[config.mk]
export PLATFORM = sky130hd
export DESIGN_NAME = mem_align_unit
export DESIGN_NICKNAME = d
export VERILOG_FILES = /design/src/rtl/align_pkg.sv /design/src/rtl/align_lane_ctrl.sv /design/src/rtl/align_rotator.sv /design/src/rtl/align_merge.sv /design/src/rtl/mem_align_unit.sv
export SDC_FILE = /design/constraint.sdc
export NUM_CORES = 1
export LEC_CHECK = 0
export BUFFER_PORTS_ARGS = -buffer_cell sky130_fd_sc_hd__buf_2
export CAP_MARGIN = 20
export CORE_MARGIN = 2
export CORE_UTILIZATION = 44
export DETAILED_ROUTE_END_ITERATION = 7
export GPL_TIMING_DRIVEN = 1
export PLACE_DENSITY = 0.85
export REMOVE_ABC_BUFFERS = 1
export SLEW_MARGIN = 20
export SYNTH_ARGS = -nofsm -noshare
export SYNTH_HDL_FRONTEND = slang
export SYNTH_SLANG_ARGS = --single-unit
[constraint.sdc]
create_clock -name vclk -period 3.9
set_input_delay 0.39 -clock vclk [all_inputs]
set_output_delay 0.39 -clock vclk [all_outputs]
set_load 0.02 [all_outputs]
[src/rtl/align_pkg.sv]
package align_pkg;
  // Lane count must be a power of two: rotation amounts wrap by truncation.
  localparam int unsigned LANE_W = 8;
  localparam int unsigned LANES  = 4;
  localparam int unsigned WORD_W = LANE_W * LANES;
  localparam int unsigned IDX_W  = $clog2(LANES);

  typedef enum logic [1:0] {
    OPK_PLAIN = 2'd0,
    OPK_LEFT  = 2'd1,
    OPK_RIGHT = 2'd2,
    OPK_SPARE = 2'd3
  } opk_e;

  typedef enum logic [1:0] {
    SZ_BYTE  = 2'd0,
    SZ_HALF  = 2'd1,
    SZ_WORD  = 2'd2,
    SZ_SPARE = 2'd3
  } sz_e;

  typedef struct packed {
    logic [IDX_W-1:0] rot;       // rotate right by this many lanes
    logic [LANES-1:0] take;      // register bytes taken from rotated word
    logic [LANES-1:0] keep_old;  // register bytes kept from old value
    logic [LANES-1:0] be;        // store byte enables
    logic [IDX_W-1:0] top_lane;  // highest lane of a plain narrow load
    logic             misal;
  } plan_t;
endpackage

[src/rtl/align_lane_ctrl.sv]
module align_lane_ctrl
  import align_pkg::*;
(
  input  logic             is_store,
  input  opk_e             opk,
  input  sz_e              sz,
  input  logic             big_endian,
  input  logic [IDX_W-1:0] addr,
  output plan_t            plan
);
  localparam logic [LANES-1:0] ALL = '1;

  logic [IDX_W:0]   nbytes;
  logic [LANES-1:0] size_mask;
  logic [IDX_W-1:0] lo;      // lowest lane of a plain access
  logic [IDX_W-1:0] p;       // lane holding the addressed byte
  logic [IDX_W-1:0] p_inv;
  logic             plain;

  always_comb begin
    unique case (sz)
      SZ_BYTE: nbytes = (IDX_W+1)'(1);
      SZ_HALF: nbytes = (IDX_W+1)'(2);
      default: nbytes = (IDX_W+1)'(LANES);
    endcase
    size_mask = ALL >> (LANES - nbytes);
    lo    = big_endian ? IDX_W'(int'(LANES) - int'(nbytes) - int'(addr)) : addr;
    p     = big_endian ? (IDX_W'(LANES - 1) - addr) : addr;
    p_inv = IDX_W'(LANES - 1) - p;
    plain = (opk == OPK_PLAIN) || (opk == OPK_SPARE);
  end

  always_comb begin
    plan          = '0;
    plan.top_lane = IDX_W'(nbytes - 1'b1);
    plan.misal    = plain && (({1'b0, addr} & (nbytes - 1'b1)) != '0);
    if (plain) begin
      if (is_store) begin
        plan.rot = IDX_W'(0) - lo;
        plan.be  = size_mask << lo;
      end else begin
        plan.rot  = lo;
        plan.take = size_mask;
      end
    end else if (opk == OPK_LEFT) begin
      if (is_store) begin
        plan.rot = p_inv;
        plan.be  = ALL >> p_inv;
      end else begin
        plan.rot      = p + 1'b1;
        plan.take     = ALL << p_inv;
        plan.keep_old = ~(ALL << p_inv);
      end
    end else begin
      if (is_store) begin
        plan.rot = IDX_W'(0) - p;
        plan.be  = ALL << p;
      end else begin
        plan.rot      = p;
        plan.take     = ALL >> p;
        plan.keep_old = ~(ALL >> p);
      end
    end
    if (plan.misal) plan.be = '0;
  end
endmodule

[src/rtl/align_rotator.sv]
module align_rotator
  import align_pkg::*;
(
  input  logic [WORD_W-1:0] din,
  input  logic [IDX_W-1:0]  amt,
  output logic [WORD_W-1:0] dout
);
  for (genvar g = 0; g < LANES; g++) begin : g_lane
    logic [IDX_W-1:0] src;
    assign src = IDX_W'(g) + amt;
    assign dout[g*LANE_W +: LANE_W] = din[src*LANE_W +: LANE_W];
  end
endmodule

[src/rtl/align_merge.sv]
module align_merge
  import align_pkg::*;
(
  input  logic [WORD_W-1:0] rot_data,
  input  logic [WORD_W-1:0] reg_old,
  input  logic [LANES-1:0]  take,
  input  logic [LANES-1:0]  keep_old,
  input  logic [IDX_W-1:0]  top_lane,
  input  logic              sign_en,
  output logic [WORD_W-1:0] result
);
  logic fill_bit;
  assign fill_bit = sign_en & rot_data[top_lane*LANE_W + (LANE_W-1)];

  for (genvar g = 0; g < LANES; g++) begin : g_lane
    assign result[g*LANE_W +: LANE_W] =
      take[g]     ? rot_data[g*LANE_W +: LANE_W] :
      keep_old[g] ? reg_old[g*LANE_W +: LANE_W]  :
                    {LANE_W{fill_bit}};
  end
endmodule

[src/rtl/mem_align_unit.sv]
module mem_align_unit
  import align_pkg::*;
(
  input  logic              clk,
  input  logic              rst_n,
  input  logic              in_valid,
  output logic              in_ready,
  input  logic              is_store,
  input  logic [1:0]        op_kind,
  input  logic [1:0]        acc_size,
  input  logic              ld_signed,
  input  logic              big_endian,
  input  logic [IDX_W-1:0]  addr_lo,
  input  logic [WORD_W-1:0] mem_rdata,
  input  logic [WORD_W-1:0] reg_old,
  input  logic [WORD_W-1:0] reg_wdata,
  output logic              out_valid,
  input  logic              out_ready,
  output logic [WORD_W-1:0] ld_data,
  output logic              reg_we,
  output logic [WORD_W-1:0] st_data,
  output logic [LANES-1:0]  st_be,
  output logic              misalign
);
  plan_t             plan;
  logic [WORD_W-1:0] rot_in;
  logic [WORD_W-1:0] rot_out;

  align_lane_ctrl u_ctrl (
    .is_store   (is_store),
    .opk        (opk_e'(op_kind)),
    .sz         (sz_e'(acc_size)),
    .big_endian (big_endian),
    .addr       (addr_lo),
    .plan       (plan)
  );

  // One rotator serves both directions; a request is either a load or a store.
  assign rot_in = is_store ? reg_wdata : mem_rdata;

  align_rotator u_rot (
    .din  (rot_in),
    .amt  (plan.rot),
    .dout (rot_out)
  );

  align_merge u_merge (
    .rot_data (rot_out),
    .reg_old  (reg_old),
    .take     (plan.take),
    .keep_old (plan.keep_old),
    .top_lane (plan.top_lane),
    .sign_en  (ld_signed),
    .result   (ld_data)
  );

  assign st_data   = rot_out;
  assign out_valid = in_valid;
  assign in_ready  = out_ready;
  assign misalign  = in_valid & plan.misal;
  assign st_be     = in_valid ? plan.be : '0;
  assign reg_we    = in_valid & ~is_store & ~plan.misal;

  // ---------------- checks ----------------
  logic [IDX_W-1:0] chk_lane;
  assign chk_lane = big_endian ? (IDX_W'(LANES - 1) - addr_lo) : addr_lo;

  a_r4_misalign_quiet: assert property (@(posedge clk) disable iff (!rst_n)
    misalign |-> (st_be == '0) && !reg_we);

  a_r4_left_right_never_misal: assert property (@(posedge clk) disable iff (!rst_n)
    (in_valid && (op_kind == 2'd1 || op_kind == 2'd2)) |-> !misalign);

  a_r2_signed_byte: assert property (@(posedge clk) disable iff (!rst_n)
    (in_valid && !is_store && op_kind == 2'd0 && acc_size == 2'd0 && ld_signed)
      |-> ld_data[WORD_W-1:LANE_W] == {(WORD_W-LANE_W){ld_data[LANE_W-1]}});

  a_r2_unsigned_half: assert property (@(posedge clk) disable iff (!rst_n)
    (in_valid && !is_store && op_kind == 2'd0 && acc_size == 2'd1 && !ld_signed)
      |-> ld_data[WORD_W-1:2*LANE_W] == '0);

  a_r3_byte_one_lane: assert property (@(posedge clk) disable iff (!rst_n)
    (in_valid && is_store && op_kind == 2'd0 && acc_size == 2'd0)
      |-> $countones(st_be) == 1);

  a_r3_word_all_lanes: assert property (@(posedge clk) disable iff (!rst_n)
    (in_valid && is_store && op_kind == 2'd0 && acc_size == 2'd2 && addr_lo == '0)
      |-> st_be == '1);

  a_r10_store_no_write: assert property (@(posedge clk) disable iff (!rst_n)
    (in_valid && is_store) |-> !reg_we);

  a_r5_left_full_word: assert property (@(posedge clk) disable iff (!rst_n)
    (in_valid && !is_store && op_kind == 2'd1 && chk_lane == IDX_W'(LANES - 1))
      |-> ld_data == mem_rdata);

  a_r6_right_full_word: assert property (@(posedge clk) disable iff (!rst_n)
    (in_valid && !is_store && op_kind == 2'd2 && chk_lane == '0)
      |-> ld_data == mem_rdata);

  a_r9_idle_quiet: assert property (@(posedge clk) disable iff (!rst_n)
    !in_valid |-> !reg_we && (st_be == '0) && !misalign);
endmodule

==> flow_metrics.py <==
metrics = {
    "status": {
        "run_status": "completed",
    },
    "detailed_routing": {
        "drc": 0,
        "drt_iter0_markers": 188,
        "via_count": 3140,
        "vias_per_cell": 6.02,
        "drt-pass1-iter-count": 4,
        "drt-total-wl_mm": 10.0,
        "wire_per_inst_microns": 19.2,
        "drtAntennaViolNets": 0,
    },
    "synthesis": {
        "syn_area_sq_um": 2540,
        "synth.distinct_cells": 60,
        "yosys_warnings": 0,
        "syn_avg_cell_area_sq_um": 9.32,
        "synth_cells": 273,
        "ys_top_cells_by_area": "mux4_2 28%, mux2_2 12%, nand2_1 5.2%, mux2i_1 4.3%, o32a_1 3.1%",
        "ys_seq_area_frac": 0,
        "yosysTopAreaCell": "mux4_2",
        "yosysTopAreaCellShare": 0.283,
    },
    "final_layout": {
        "clockBufferCount": 0,
        "diodes": 0,
        "layout-drive-gt1-share": 0.636,
        "layout_common_cells": "177 x buf_2, 35 x nand2_1, 32 x mux4_2",
        "regArea_sq_um": 0,
        "seq_cells": 0,
        "layoutNonFillerInstCount": 522,
        "multi_input_area_sq_um": 2420,
        "fill_cells": 498,
        "nets": 567,
        "areaGrowthSynthToFinish_pct": 41.8,
        "layout_commonest_cell": "buf_2",
    },
    "floorplan": {
        "die_w_microns": 80.0,
        "die-area_sq_um": 6410,
        "fp.coreArea_sq_um": 5540,
        "die_height_microns": 80.0,
        "initial_utilization": 0.459,
        "ios": 181,
        "placementRows": 27,
    },
    "timing": {
        "fin_ws_ns": 0.137,
        "relSlewSlack": 0.468,
        "worst_pin_slew_ns": 0.798,
        "period_share": 0.965,
        "hold_violations": 0,
        "setup_viol": 0,
        "fin_crit_ns": 3.76,
        "drv_slew": 0,
        "finalSetupTns_ns": 0,
        "fmaxAchievable_mhz": 266,
        "rsz0062_at_grt": "no",
    },
    "place": {
        "io_buffers": 177,
        "dp_slack_ns": -0.145,
        "gp_congestion": 0.962,
        "dp.cells": 522,
        "dpl.hpwl_mm": 8.08,
    },
    "pwr": {
        "finalPower_w": 0.00114,
        "ir_drop_v": 0.000160,
        "p_leak_nw": 1.81,
        "power_density_nw_per_um2": 315,
    },
    "critical_path": {
        "arrival_ns": 3.37,
        "start_kind": "input pin",
        "critical_path_class": "input pin to primary output",
        "path_max_fanout": 4,
        "cp.required_ns": 3.51,
        "endpoint_kind": "primary output",
    },
    "global_route": {
        "grt_pass1_wl_mm": 15.1,
        "antenna_found_initial": 0,
        "gr-usage-all-layers": 0.299,
        "grt_max_degree": 31,
        "grt_pass1_vias": 3146,
        "grt_overflow": 0,
    },
    "clock_tree": {
        "cts_setup_buffers": 0,
    },
    "worst_hold_path": {
        "hold_class": "input pin to primary output",
    },
    "run": {
        "cap_violations": 0,
    },
}
==> synthesized netlist by cell type, types with 4 or more instances <==
master    number
nor2_1        18
buf_4          4
clkbuf_1       7
mux2_2        28
buf_1          4
o21bai_1       8
a21o_1        10
nand3_1        4
a31oi_1        9
o22a_1         8
buf_2          7
nand2_1       35
o32a_1         8
ha_1           6
mux2i_1       11
mux4_2        32
inv_1          9
==> timing repair <==
item,4_1_cts,5_1_grt
resized for setup,1,3
pin swaps,0,1
hold buffers,0,0
setup endpoints to repair,8,24
==> critical path, cell delays in order <==
cell      delay (ns)
buf_2           0.10
nor2_1          0.18
inv_1           0.11
ha_1            0.20
nand2b_1        0.18
mux2i_4         0.23
xor3_1          0.43
a211o_2         0.39
and3_1          0.19
nor2_2          0.30
o32ai_4         0.17
buf_4           0.18
o22a_1          0.16
buf_2           0.16
==> final cells by class <==
class | count | share of cell area
Inverter | 10 | 0.0104
Multi-Input combinational cell | 240 | 0.671
Tap cell | 72 | 0.0250
Timing Repair Buffer | 200 | 0.293
==> layer usage <==
| metal | wire [microns] | vias to the layer above | global-route usage |
|---|---|---|---|
| li1 | - | 1449 | - |
| met1 | 3690 | 1496 | 0.348 |
| met2 | 5250 | 180 | 0.570 |
| met3 | 912 | 15 | 0.0385 |
| met4 | 140 | 0 | 0.0729 |
| met5 | 0 | - | 0 |
==> metrics by stage <==
step,hold WS (ns),instance area [sq um],utilization
after global routing,0.780,3610,0.651
after CTS,0.780,3590,0.648
after floorplan,0.780,2430,-
final,0.780,3610,0.651
after detailed placement,0.780,3590,0.647
after global placement,0.780,3590,0.647
==> power by group <==
group          switching [W]  internal (W)  leakage, nW  total, W
clock network              0             0            0         0
logic               0.000660      0.000476         1.81   0.00114
registers                  0             0            0         0
total               0.000660      0.000476         1.81   0.00114
==> worst paths after layout <==
path	from	endpoint	slack, ns	cells past startpoint
setup / recovery	acc_size[0]	ld_data[25]	0.14	14
hold / removal	out_ready	in_ready	0.78	0
==> kinds of logic (layout without fill, tap and decap cells) <==
| group | Yosys count | count (layout) | synth area share |
|---|---|---|---|
| xor+xnor | 6 | 6 | 0.0349 |
| compound gates | 70 | 70 | 0.238 |
| mux | 75 | 75 | 0.474 |
| fa+ha+maj | 6 | 6 | 0.0295 |
| simple gates | 83 | 83 | 0.162 |
| buf+inv | 33 | 210 | 0.0610 |
Note: power is estimated with default switching activity, not from simulation.
